`config.mk`:
```
export PLATFORM = sky130hd
export DESIGN_NAME = multislope_rundown_seq
export DESIGN_NICKNAME = d
export VERILOG_FILES = /design/src/rtl/rd_pkg.sv /design/src/rtl/rd_timebase.sv /design/src/rtl/rd_xdet.sv /design/src/rtl/rd_cur_dec.sv /design/src/rtl/multislope_rundown_seq.sv
export SDC_FILE = /design/constraint.sdc
export NUM_CORES = 1
export LEC_CHECK = 0
export ABC_CLOCK_PERIOD_IN_PS = 3300
export BUFFER_PORTS_ARGS = -buffer_cell sky130_fd_sc_hd__buf_4
export CORE_MARGIN = 2
export CORE_UTILIZATION = 53
export DETAILED_ROUTE_END_ITERATION = 6
export PLACE_DENSITY = 0.79
export RECOVER_POWER = 50
export SLEW_MARGIN = 10
export SYNTH_ARGS = -nofsm -noshare
export SYNTH_HDL_FRONTEND = slang
export SYNTH_HIERARCHICAL = 1
export SYNTH_SLANG_ARGS = --single-unit
```
`constraint.sdc`:
```
create_clock -name clk_i -period 3.3 [get_ports clk_i]
set_input_delay 0.33 -clock clk_i [delete_from_list [all_inputs] [get_ports clk_i]]
set_output_delay 0.33 -clock clk_i [all_outputs]
set_load 0.03 [all_outputs]
```
`src/rtl/rd_pkg.sv`:
```
package rd_pkg;
  typedef enum logic [2:0] {
    W_IDLE = 3'd0, W_T1 = 3'd1, W_T2 = 3'd2, W_T3 = 3'd3, W_T4 = 3'd4, W_T5 = 3'd5
  } win_e;

  typedef enum logic [2:0] {
    CS_OFF = 3'd0, CS_N4 = 3'd1, CS_P4 = 3'd2, CS_N3 = 3'd3,
    CS_P2 = 3'd4, CS_N1 = 3'd5, CS_P1 = 3'd6
  } cur_e;

  localparam int NUM_CUR = 7;
  localparam int NUM_WIN = 5;

  typedef enum logic [1:0] {D_FIRST = 2'd0, D_POS = 2'd1, D_NEG = 2'd2} t5_e;

  function automatic logic cur_is_pos(cur_e c);
    return (c == CS_P4) || (c == CS_P2) || (c == CS_P1);
  endfunction
endpackage

```
`src/rtl/rd_timebase.sv`:
```
module rd_timebase #(
  parameter int POS_W    = 8,
  parameter int HALF_CYC = 15,
  parameter int DITH_CYC = 5,
  parameter int CNT_W    = 4
) (
  input  logic             clk_i,
  input  logic             rst_ni,
  input  logic             clr_i,
  input  logic             run_i,
  input  logic [POS_W-1:0] len_i,
  output logic [POS_W-1:0] pos_o,
  output logic             half_end_o,
  output logic             dith_end_o,
  output logic             win_last_o,
  output logic [CNT_W-1:0] ramps_next_o
);
  localparam int HW       = (HALF_CYC > 1) ? $clog2(HALF_CYC) : 1;
  localparam int DW       = (DITH_CYC > 1) ? $clog2(DITH_CYC) : 1;
  localparam int RAMP_CYC = 2 * HALF_CYC;

  logic [POS_W-1:0] pos_q;
  logic [HW-1:0]    half_q;
  logic             odd_q;
  logic [DW-1:0]    dith_q;
  logic [CNT_W-1:0] ramps_q;
  logic             ramp_first;

  assign ramp_first   = (half_q == '0) && !odd_q;
  assign half_end_o   = (half_q == HW'(HALF_CYC - 1));
  assign dith_end_o   = (dith_q == DW'(DITH_CYC - 1));
  assign win_last_o   = (pos_q == len_i - POS_W'(1));
  assign ramps_next_o = ramps_q + CNT_W'(ramp_first);
  assign pos_o        = pos_q;

  always_ff @(posedge clk_i or negedge rst_ni) begin
    if (!rst_ni) begin
      pos_q   <= '0;
      half_q  <= '0;
      odd_q   <= 1'b0;
      dith_q  <= '0;
      ramps_q <= '0;
    end else if (clr_i) begin
      pos_q   <= '0;
      half_q  <= '0;
      odd_q   <= 1'b0;
      dith_q  <= '0;
      ramps_q <= '0;
    end else if (run_i) begin
      pos_q   <= pos_q + POS_W'(1);
      ramps_q <= ramps_next_o;
      if (half_end_o) begin
        half_q <= '0;
        odd_q  <= !odd_q;
      end else begin
        half_q <= half_q + HW'(1);
      end
      dith_q <= dith_end_o ? '0 : dith_q + DW'(1);
    end
  end

  // ramp counter and position counter are kept separately; they must agree
  a_r3_ramp_align: assert property (@(posedge clk_i) disable iff (!rst_ni)
    ramp_first |-> ((int'(pos_q) % RAMP_CYC) == 0));
  a_r6_dith_align: assert property (@(posedge clk_i) disable iff (!rst_ni)
    dith_end_o |-> ((int'(pos_q) % DITH_CYC) == DITH_CYC - 1));
endmodule

```
`src/rtl/rd_xdet.sv`:
```
module rd_xdet import rd_pkg::*; (
  input  cur_e cur_i,
  input  logic cmp_i,
  output logic cross_o
);
  // negative currents ramp the integrator up, positive ones down
  always_comb begin
    if (cur_i == CS_OFF) cross_o = 1'b0;
    else if (cur_is_pos(cur_i)) cross_o = !cmp_i;
    else cross_o = cmp_i;
  end
endmodule

```
`src/rtl/rd_cur_dec.sv`:
```
module rd_cur_dec import rd_pkg::*; #(
  parameter int N = NUM_CUR
) (
  input  cur_e         cur_i,
  output logic [N-1:0] onehot_o
);
  for (genvar i = 0; i < N; i++) begin : g_bit
    assign onehot_o[i] = (int'(cur_i) == i);
  end
endmodule

```
`src/rtl/multislope_rundown_seq.sv`:
```
module multislope_rundown_seq import rd_pkg::*; #(
  parameter int T12_RAMPS = 3,
  parameter int T34_RAMPS = 7,
  parameter int T5_RAMPS  = 8,
  parameter int HALF_CYC  = 15,
  parameter int DITH_CYC  = 5,
  localparam int MAX_RAMPS = (T5_RAMPS > T34_RAMPS)
                           ? ((T5_RAMPS > T12_RAMPS) ? T5_RAMPS : T12_RAMPS)
                           : ((T34_RAMPS > T12_RAMPS) ? T34_RAMPS : T12_RAMPS),
  localparam int CNT_W = $clog2(MAX_RAMPS + 1)
) (
  input  logic               clk_i,
  input  logic               rst_ni,
  input  logic               start_i,
  input  logic               cmp_i,
  input  logic               resid_neg_i,
  output logic [NUM_CUR-1:0] sel_o,
  output logic [CNT_W-1:0]   cnt_n4_o,
  output logic [CNT_W-1:0]   cnt_p4_o,
  output logic [CNT_W-1:0]   cnt_n3_o,
  output logic [CNT_W-1:0]   cnt_p2_o,
  output logic [CNT_W-1:0]   cnt_n1_o,
  output logic [NUM_WIN-1:0] ovr_o,
  output logic               done_o
);
  localparam int RAMP_CYC = 2 * HALF_CYC;
  localparam int LEN12    = T12_RAMPS * RAMP_CYC;
  localparam int LEN34    = T34_RAMPS * RAMP_CYC;
  localparam int LEN5     = T5_RAMPS * RAMP_CYC;
  localparam int MAX_LEN  = MAX_RAMPS * RAMP_CYC;
  localparam int POS_W    = $clog2(MAX_LEN + 1);

  win_e win_q;
  t5_e  t5_q;
  logic on_q, xed_q, neg_q, done_q;

  logic [POS_W-1:0] pos, len_sel;
  logic [CNT_W-1:0] ramps_next, cap_sel;
  logic half_end, dith_end, win_last;
  logic start_go, run, clr, cross_now;
  logic brief, dither, bnd, rm_go;
  logic cnt_wr, ovr_set;
  logic [CNT_W-1:0] cnt_val;
  logic [2:0] widx;
  cur_e cur_win, cur_act;
  logic [NUM_WIN-1:0][CNT_W-1:0] cnt_q;
  logic [NUM_WIN-1:0] ovr_q;

  // window table
  always_comb begin
    cur_win = CS_OFF;
    len_sel = POS_W'(LEN12);
    cap_sel = CNT_W'(T12_RAMPS);
    unique case (win_q)
      W_T1: cur_win = CS_N4;
      W_T2: cur_win = CS_P4;
      W_T3: begin
        cur_win = CS_N3;
        len_sel = POS_W'(LEN34);
        cap_sel = CNT_W'(T34_RAMPS);
      end
      W_T4: begin
        cur_win = CS_P2;
        len_sel = POS_W'(LEN34);
        cap_sel = CNT_W'(T34_RAMPS);
      end
      W_T5: begin
        cur_win = (t5_q == D_POS) ? CS_P1 : CS_N1;
        len_sel = POS_W'(LEN5);
        cap_sel = CNT_W'(T5_RAMPS);
      end
      default: cur_win = CS_OFF;
    endcase
  end

  assign cur_act  = on_q ? cur_win : CS_OFF;
  assign start_go = (win_q == W_IDLE) && start_i;
  assign run      = (win_q != W_IDLE);
  assign clr      = start_go || (run && win_last);
  assign widx     = 3'(win_q) - 3'd1;

  assign brief  = (win_q == W_T1) && !neg_q;
  assign dither = (win_q == W_T5) && (t5_q != D_FIRST);
  assign bnd    = dither ? dith_end : half_end;
  assign rm_go  = on_q && bnd && (brief || xed_q || cross_now);

  // the first current of each window reports a count, at removal or at window end
  assign cnt_wr  = run && on_q && !dither && (win_last || rm_go);
  assign cnt_val = win_last ? cap_sel : ramps_next;
  assign ovr_set = run && win_last && on_q && !dither && !brief && !xed_q && !cross_now;

  rd_timebase #(
    .POS_W(POS_W), .HALF_CYC(HALF_CYC), .DITH_CYC(DITH_CYC), .CNT_W(CNT_W)
  ) u_tb (
    .clk_i, .rst_ni,
    .clr_i       (clr),
    .run_i       (run),
    .len_i       (len_sel),
    .pos_o       (pos),
    .half_end_o  (half_end),
    .dith_end_o  (dith_end),
    .win_last_o  (win_last),
    .ramps_next_o(ramps_next)
  );

  rd_xdet u_xdet (.cur_i(cur_act), .cmp_i, .cross_o(cross_now));

  rd_cur_dec #(.N(NUM_CUR)) u_dec (.cur_i(cur_act), .onehot_o(sel_o));

  always_ff @(posedge clk_i or negedge rst_ni) begin
    if (!rst_ni) begin
      win_q  <= W_IDLE;
      t5_q   <= D_FIRST;
      on_q   <= 1'b0;
      xed_q  <= 1'b0;
      neg_q  <= 1'b0;
      done_q <= 1'b0;
    end else begin
      done_q <= 1'b0;
      if (start_go) begin
        win_q <= W_T1;
        on_q  <= 1'b1;
        xed_q <= 1'b0;
        t5_q  <= D_FIRST;
        neg_q <= resid_neg_i;
      end else if (run) begin
        if (win_last) begin
          xed_q <= 1'b0;
          t5_q  <= D_FIRST;
          if (win_q == W_T5) begin
            win_q  <= W_IDLE;
            on_q   <= 1'b0;
            done_q <= 1'b1;
          end else begin
            win_q <= win_e'(3'(win_q) + 3'd1);
            on_q  <= 1'b1;
          end
        end else if (rm_go) begin
          xed_q <= 1'b0;
          if (dither) t5_q <= (t5_q == D_POS) ? D_NEG : D_POS;
          else if (win_q == W_T5) t5_q <= D_POS;
          else on_q <= 1'b0;
        end else if (cross_now) begin
          xed_q <= 1'b1;
        end
      end
    end
  end

  for (genvar k = 0; k < NUM_WIN; k++) begin : g_res
    localparam int CAP_K = (k < 2) ? T12_RAMPS : ((k < 4) ? T34_RAMPS : T5_RAMPS);
    always_ff @(posedge clk_i or negedge rst_ni) begin
      if (!rst_ni) begin
        cnt_q[k] <= '0;
        ovr_q[k] <= 1'b0;
      end else if (start_go) begin
        cnt_q[k] <= '0;
        ovr_q[k] <= 1'b0;
      end else if (widx == 3'(k)) begin
        if (cnt_wr) cnt_q[k] <= cnt_val;
        if (ovr_set) ovr_q[k] <= 1'b1;
      end
    end

    a_r7_cnt_cap: assert property (@(posedge clk_i) disable iff (!rst_ni)
      cnt_q[k] <= CNT_W'(CAP_K));
  end

  assign cnt_n4_o = cnt_q[0];
  assign cnt_p4_o = cnt_q[1];
  assign cnt_n3_o = cnt_q[2];
  assign cnt_p2_o = cnt_q[3];
  assign cnt_n1_o = cnt_q[4];
  assign ovr_o    = ovr_q;
  assign done_o   = done_q;

  a_r2_rm_on_half: assert property (@(posedge clk_i) disable iff (!rst_ni)
    ($past(on_q) && !on_q && (win_q != W_IDLE) && ($past(win_q) == win_q))
    |-> $past(half_end));
  a_r4_stays_off: assert property (@(posedge clk_i) disable iff (!rst_ni)
    ((win_q != W_IDLE) && (win_q != W_T5) && ($past(win_q) == win_q) && !$past(on_q))
    |-> !on_q);
  a_r5_brief_half: assert property (@(posedge clk_i) disable iff (!rst_ni)
    ((win_q == W_T1) && !neg_q && (pos == POS_W'(HALF_CYC))) |-> !on_q);
  a_r6_dither_step: assert property (@(posedge clk_i) disable iff (!rst_ni)
    (($past(win_q) == W_T5) && (win_q == W_T5) && ($past(t5_q) != D_FIRST)
     && (t5_q != $past(t5_q))) |-> $past(dith_end));
  a_r3_adv_last: assert property (@(posedge clk_i) disable iff (!rst_ni)
    (($past(win_q) != W_IDLE) && (win_q != $past(win_q))) |-> $past(win_last));
  a_r9_done_pulse: assert property (@(posedge clk_i) disable iff (!rst_ni)
    done_q |=> !done_q);
  a_r9_done_src: assert property (@(posedge clk_i) disable iff (!rst_ni)
    $rose(done_q) |-> ($past(win_q) == W_T5));
endmodule

```
==> results of run 1 <==
Yosys cell counts (2+ instances only):
| library cell | number |
|---|---|
| nor3b_1 | 3 |
| clkbuf_8 | 4 |
| nand2_1 | 25 |
| dfrtp_1 | 54 |
| and3b_2 | 4 |
| nand2b_1 | 5 |
| nand3b_1 | 3 |
| buf_6 | 2 |
| conb_1 | 2 |
| o21ai_0 | 11 |
| a21boi_0 | 2 |
| nor2b_1 | 2 |
| or4_1 | 2 |
| inv_1 | 16 |
| nor3_1 | 3 |
| and2_1 | 2 |
| nor4b_1 | 3 |
| xor2_1 | 13 |
| o2111ai_2 | 2 |
| xnor2_1 | 5 |
| nor2_1 | 37 |
| a31oi_1 | 4 |
| or3_1 | 5 |
| nand3_1 | 5 |
| ha_1 | 10 |
| a211oi_1 | 3 |
| nand4_1 | 5 |
| o31ai_1 | 2 |
| mux2_2 | 22 |
| a21oi_1 | 21 |
| mux2i_1 | 5 |
| o21a_1 | 4 |
| clkbuf_1 | 4 |
| and3_1 | 3 |
critical path: stages, from the launching register on:
cell and delay, ps:
dfrtp_2 480, and3b_2 330, inv_1 70, inv_1 60
ha_1 230, xor2_1 160, nand2_1 90, nor4_2 250
o311a_1 360, nor2_2 130, a22oi_4 270, buf_12 150
o2111ai_4 150, mux2_2 320
per-stage QoR:
step                      instances  area, µm²  util, %  setup TNS, ps  power, mW
after floorplan                 333       3250        -              0      0.984
after global placement          443       3590     61.0              0       1.05
after detailed placement        443       3590     61.0              0       1.06
after CTS                       451       3690     62.6              0       1.47
after global routing            454       3700     62.9          -26.5       1.54
final                           454       3700     62.9              0       1.46
flip-flops by register name, summed over array words and instances (netlist names):
register / flops
cnt_n1_o: 4
cnt_n3_o: 4
cnt_n4_o: 4
cnt_p2_o: 4
cnt_p4_o: 4
done_o: 1
neg_q: 1
on_q: 1
ovr_o: 5
t5_q: 2
u_tb/dith_q: 3
u_tb/half_q: 4
u_tb/odd_q: 1
u_tb/pos_o: 8
u_tb/ramps_q: 4
win_q: 3
xed_q: 1
what timing repair did:
action / 4_1_cts / 5_1_grt
gates resized for setup: 0 / 7
endpoints found under the setup margin: 0 / 22
buffers inserted: 0 / 3
power by group through the flow:
stage	clock (mW)	combinational [mW]	sequential, mW
2_1_floorplan	0	0.221	0.763
3_3_place_gp	0	0.267	0.778
3_5_place_dp	0	0.282	0.782
4_1_cts	0.412	0.284	0.770
5_1_grt	0.438	0.327	0.780
6_report	0.400	0.289	0.772
cell usage in the layout (no fill, tap or decap), types with 10 or more instances in the layout:
| cell type | n |
|---|---|
| dfrtp_1 | 53 |
| nor2_1 | 37 |
| buf_4 | 33 |
| nand2_1 | 25 |
| mux2_2 | 22 |
| a21oi_1 | 21 |
| clkbuf_1 | 16 |
| inv_1 | 15 |
| xor2_1 | 13 |
| conb_1 | 13 |
| o21ai_0 | 11 |
| ha_1 | 10 |
final timing paths:
path	endpoint	cells after the start	slack (ps)	startpoint
min in group asynchronous	done_o$_DFF_PN0_	1	300	rst_ni
hold reg to reg	ovr_o[3]$_DFFE_PN0P_	1	520	ovr_o[3]$_DFFE_PN0P_
max in group asynchronous	win_q[1]$_DFFE_PN0P_	1	2110	rst_ni
hold / removal	neg_q$_DFFE_PN0P_	3	200	resid_neg_i
setup reg to reg	cnt_p4_o[0]$_DFFE_PN0P_	13	150	win_q[1]$_DFFE_PN0P_
setup / recovery	cnt_p4_o[0]$_DFFE_PN0P_	13	150	win_q[1]$_DFFE_PN0P_
per-layer routing:
metal	part of all wire, %	global-route usage (%)	up-vias
met5	0	0	-
met4	1.9	7.00	0
met3	4.7	3.74	15
met2	48	33.8	79
met1	46	31.0	1218
li1	-	-	1245
cell type report:
class | count | area [µm²] | share of cell area [%]
inverters | 16 | 60.1 | 1.62
clock inverters | 3 | 26.3 | 0.709
multi-input cells | 250 | 1770 | 47.8
repair buffers | 51 | 333 | 8.98
well taps | 75 | 93.8 | 2.53
clock buffers | 5 | 68.8 | 1.86
flip-flops and latches | 54 | 1350 | 36.5
kinds of logic (layout without fill, tap and decap cells):
group | count (synthesis) | in the layout | synth area share [%]
fa+ha+maj | 10 | 10 | 3.90
compound gates | 63 | 63 | 13.7
other cells | 2 | 13 | 0.234
flops | 54 | 54 | 42.2
buf+inv | 29 | 75 | 5.27
simple gates | 119 | 119 | 20.6
xor+xnor | 18 | 18 | 4.92
mux | 27 | 27 | 9.29
==> impl_metrics.env, run 1 <==
export IMPL_seq_area_frac_synth_pct=42.2
export IMPL_port_buffers=37
export IMPL_hold_violations=0
export IMPL_grt_usage_pct=21.7
export IMPL_io_pins=38
export IMPL_ir_drop_v=0.000351
export IMPL_nets=393
export IMPL_nFillCells=516
export IMPL_numCtsBuffers=5
export IMPL_overflow=0
export IMPL_area_growth_pct=15.6
export IMPL_synth_top_cell_by_area="dfrtp_1"
export IMPL_drc=0
export IMPL_whs_ps=197
export IMPL_netlist_top_cells_area="dfrtp_1 (42%), mux2_2 (7.7%), nor2_1 (4.3%)"
export IMPL_min_period_over_period_pct=95.4
export IMPL_grt_antenna_before_repair=0
export IMPL_status="complete, no violations"
export IMPL_maxSlewViolCount=0
export IMPL_fin_ws_ps=153
export IMPL_grt_pass1_vias=2314
export IMPL_internal_power_uw=991
export IMPL_synth_cell_types=63
export IMPL_max_freq_mhz=318
export IMPL_synthCells=322
export IMPL_cap_violations=0
export IMPL_yosysTopAreaCellShare_pct=42.2
export IMPL_setup_viol=0
export IMPL_power_switching_uw=470
export IMPL_start_util_pct=54.5
export IMPL_p_per_area_nw_per_um2=394
export IMPL_vias=2557
export IMPL_rows=28
export IMPL_arrival_ps=3360
export IMPL_drive_gt1_share_pct=23.0
export IMPL_ys_flop_type="dfrtp_1"
export IMPL_clockRootBuffer="clkbuf_8"
export IMPL_avgSynthCellArea_um2=9.96
export IMPL_cts_tree="built"
export IMPL_grt_pass1_wl_um=11100
export IMPL_wl_per_cell_um=15.5
export IMPL_clock_latency_ps=320
export IMPL_max_slew_worst_pin_slew_ps=1340
export IMPL_cp_required_ps=3510
export IMPL_path_class="reg -> reg"
export IMPL_cts_path_max_buffers=2
export IMPL_fin_crit_ps=3150
export IMPL_die_area_um2=6690
export IMPL_core_um2=5890
export IMPL_diodes=0
export IMPL_endpoint_kind="register"
export IMPL_pre_cts_ws_ps=124
export IMPL_dr_pass1_iters=4
export IMPL_vias_per_cell=5.63
export IMPL_synth_edff_count=0
export IMPL_p_leak_nw=1.87
export IMPL_skew_ps=14.1
export IMPL_critPathMaxFanout=10
export IMPL_start_kind="register"
export IMPL_drt_initial_drc_count=240
export IMPL_cts_sinks=54
export IMPL_die_y_um=81.8
export IMPL_die_x_um=81.8
export IMPL_grt_max_degree=55
export IMPL_ant_nets=0
export IMPL_dp_hpwl_um=5010
export IMPL_pwr_share_comb_pct=19.8
export IMPL_async_flop_share_pct=100
export IMPL_worstHoldPathType="in -> reg"
export IMPL_place_congestion=0.933
export IMPL_p_clk_share_pct=27.4
export IMPL_htree_levels=2
export IMPL_synth_seq_cells=54
export IMPL_pwr_share_seq_pct=52.8
export IMPL_drt_wl_total_um=7040
export IMPL_yosys_warnings=6
export IMPL_syn_area_um2=3210
export IMPL_sw_frac_of_total_pct=32.2
export IMPL_slew_headroom_pct=10.5
export IMPL_cts_clk_slew_worst_paths_ps=110
export IMPL_ctsHoldBuffers=0
(Power assumes the default switching activity.)
==> run 2, diff against run 1 <==
ABC_AREA = 1   (was unset)
PLACE_DENSITY = 0.77   (was 0.79)
SLEW_MARGIN = unset   (was 10)
==> run 2 against run 1 <==
Compared with the run above:
- sequential power rose by 26%
- sequential share of layout area rose by 1.3 points
- total power rose by 85%
- largest power group is now combinational cells
==> impl_metrics.env, run 2 <==
export IMPL_diodes=0
export IMPL_avgSynthCellArea_um2=7.46
export IMPL_place_area_um2=3550
export IMPL_fin_util_pct=61.2
export IMPL_drive_gt1_share_pct=12.0
export IMPL_die_x_um=81.4
export IMPL_synth_edff_count=0
export IMPL_tns_ps=0
export IMPL_cp_startpoint="win_q[2]$_DFFE_PN0P_"
export IMPL_wl_per_cell_um=13.0
export IMPL_layout_commonest_cell="nand2_1"
export IMPL_place_congestion=0.904
export IMPL_grt_max_degree=55
export IMPL_r2r_cells=20
export IMPL_cts_clk_slew_worst_paths_ps=100
export IMPL_nets=490
export IMPL_arrival_ps=3070
export IMPL_p_total_mw=2.71
export IMPL_path_class="reg -> reg"
export IMPL_core_um2=5850
export IMPL_critPathMaxFanout=12
export IMPL_synth_cell_types=30
export IMPL_layout_common_cells="nand2_1 (125), dfrtp_1 (54), inv_1 (49)"
export IMPL_p_leak_nw=2.00
export IMPL_min_period_over_period_pct=87.1
export IMPL_synth_seq_cells=54
export IMPL_die_y_um=81.4
export IMPL_clock_latency_ps=320
export IMPL_ir_drop_v=0.000351
export IMPL_clockRootBuffer="clkbuf_8"
export IMPL_dp_hpwl_um=5310
export IMPL_yosys_warnings=6
export IMPL_grt_antenna_before_repair=0
export IMPL_die_area_um2=6630
export IMPL_maxSlewViolCount=0
export IMPL_fin_area_um2=3580
export IMPL_numCtsBuffers=5
export IMPL_cts_path_max_buffers=2
export IMPL_worstHoldPathType="in -> reg"
export IMPL_drt_initial_drc_count=242
export IMPL_r2r_start="win_q[2]$_DFFE_PN0P_"
export IMPL_cts_sinks=54
export IMPL_start_util_pct=54.3
export IMPL_grt_pass1_wl_um=12200
export IMPL_io_pins=38
export IMPL_skew_ps=7.86
export IMPL_rows=28
export IMPL_grt_pass1_vias=2662
export IMPL_max_freq_mhz=348
export IMPL_htree_levels=2
export IMPL_ys_top_cells_by_count="nand2_1 (125), dfrtp_1 (54), inv_1 (49)"
export IMPL_yosysTopAreaCellShare_pct=42.5
export IMPL_yosysMostFrequentCell="nand2_1"
export IMPL_cts_tree="built"
export IMPL_seq_area_frac_synth_pct=42.5
export IMPL_r2r_slack_ps=420
export IMPL_synth_top_cell_by_area="dfrtp_1"
export IMPL_vias_per_cell=5.23
export IMPL_hold_violations=0
export IMPL_grt_usage_pct=23.5
export IMPL_largest_reg_flops=8
export IMPL_critPathCapture="u_tb/pos_o[4]$_DFFE_PN0P_"
export IMPL_fin_crit_ps=2880
export IMPL_status="complete, no violations"
export IMPL_async_flop_share_pct=100
export IMPL_ant_nets=0
export IMPL_netlist_top_cells_area="dfrtp_1 (43%), nand2_1 (15%), inv_1 (5.8%)"
export IMPL_area_growth_pct=12.6
export IMPL_setup_viol=0
export IMPL_port_buffers=37
export IMPL_cap_violations=0
export IMPL_p_per_area_nw_per_um2=757
export IMPL_syn_area_um2=3180
export IMPL_synthCells=426
export IMPL_cp_required_ps=3500
export IMPL_max_slew_worst_pin_slew_ps=1320
export IMPL_overflow=0
export IMPL_rsz0062_at_grt="no"
export IMPL_fin_ws_ps=424
export IMPL_slew_headroom_pct=12.1
export IMPL_drc=0
export IMPL_endpoint_kind="register"
export IMPL_start_kind="register"
export IMPL_drt_wl_total_um=7160
export IMPL_pre_cts_ws_ps=399
export IMPL_vias=2880
export IMPL_ys_flop_type="dfrtp_1"
export IMPL_rr_endpoint="u_tb/pos_o[4]$_DFFE_PN0P_"
export IMPL_dr_pass1_iters=5
export IMPL_ctsHoldBuffers=0
run 2: worst min-delay path by stage:
stage,startpoint,to,slack [ps],cells past startpoint
6_report,resid_neg_i,neg_q$_DFFE_PN0P_,230,3
2_1_floorplan,rst_ni,cnt_n1_o[0]$_DFFE_PN0P_,30,0
4_1_cts,rst_ni,cnt_p2_o[1]$_DFFE_PN0P_,70,1
5_1_grt,resid_neg_i,neg_q$_DFFE_PN0P_,250,3
3_5_place_dp,rst_ni,u_tb/pos_o[5]$_DFFE_PN0P_,420,1
3_3_place_gp,rst_ni,u_tb/pos_o[5]$_DFFE_PN0P_,420,1
run 2: metal layers:
| layer | vias to the layer above | track usage (%) | part of all wire, % |
|---|---|---|---|
| li1 | 1463 | - | - |
| met1 | 1343 | 33.1 | 46 |
| met2 | 66 | 38.1 | 48 |
| met4 | 0 | 6.78 | 1.1 |
| met3 | 8 | 2.97 | 4.1 |
| met5 | - | 0 | 0 |
run 2: where the power goes:
| part | internal (mW) | leakage, nW | switching [mW] |
|---|---|---|---|
| clock network | 0.152 | 0.0408 | 0.235 |
| registers | 0.822 | 0.715 | 0.152 |
| logic | 0.424 | 1.24 | 0.923 |
run 2: critical path: stages (launching register included):
cell	delay (ps)
dfrtp_1	460
nand3_1	220
inv_1	80
ha_1	300
inv_1	40
nand2_1	50
nand2_1	40
nor2_1	90
nand3_1	70
nor2_1	80
nand3_1	70
nor2_1	140
inv_1	90
o21ai_1	260
nor2_4	120
inv_2	190
nand2_1	90
nor2_2	110
nand2_1	80
o21ai_1	120
a21oi_1	50
run 2: kinds of logic after synthesis:
| kind of cell | synth area share [%] |
|---|---|
| and+or+nand+nor | 34.6 |
| buffers and inverters | 9.09 |
| DFF | 42.5 |
| AOI/OAI and AO/OA | 6.89 |
| xor gates and xnor gates | 2.76 |
| adders and majority gates | 3.94 |
| other | 0.236 |
run 2: final cells by class:
type	instances	area [µm²]
sequential	54	1350
fill	528	2270
clock buffer	5	68.8
timing repair buffer	41	245
inverter	58	218
tap	75	93.8
clock inverter	3	23.8
multi-input combinational	315	1580
run 2: what timing repair did:
item                                    CTS  global route
resized for setup                         0             1
setup buffers                             0             0
endpoints found under the setup margin    0             1
run 2: metrics by stage:
stage	instances	hold WS, ps
finish	551	229
global route	551	250
CTS	551	72.5
detailed placement	543	418
global placement	543	419
floorplan	436	34.4
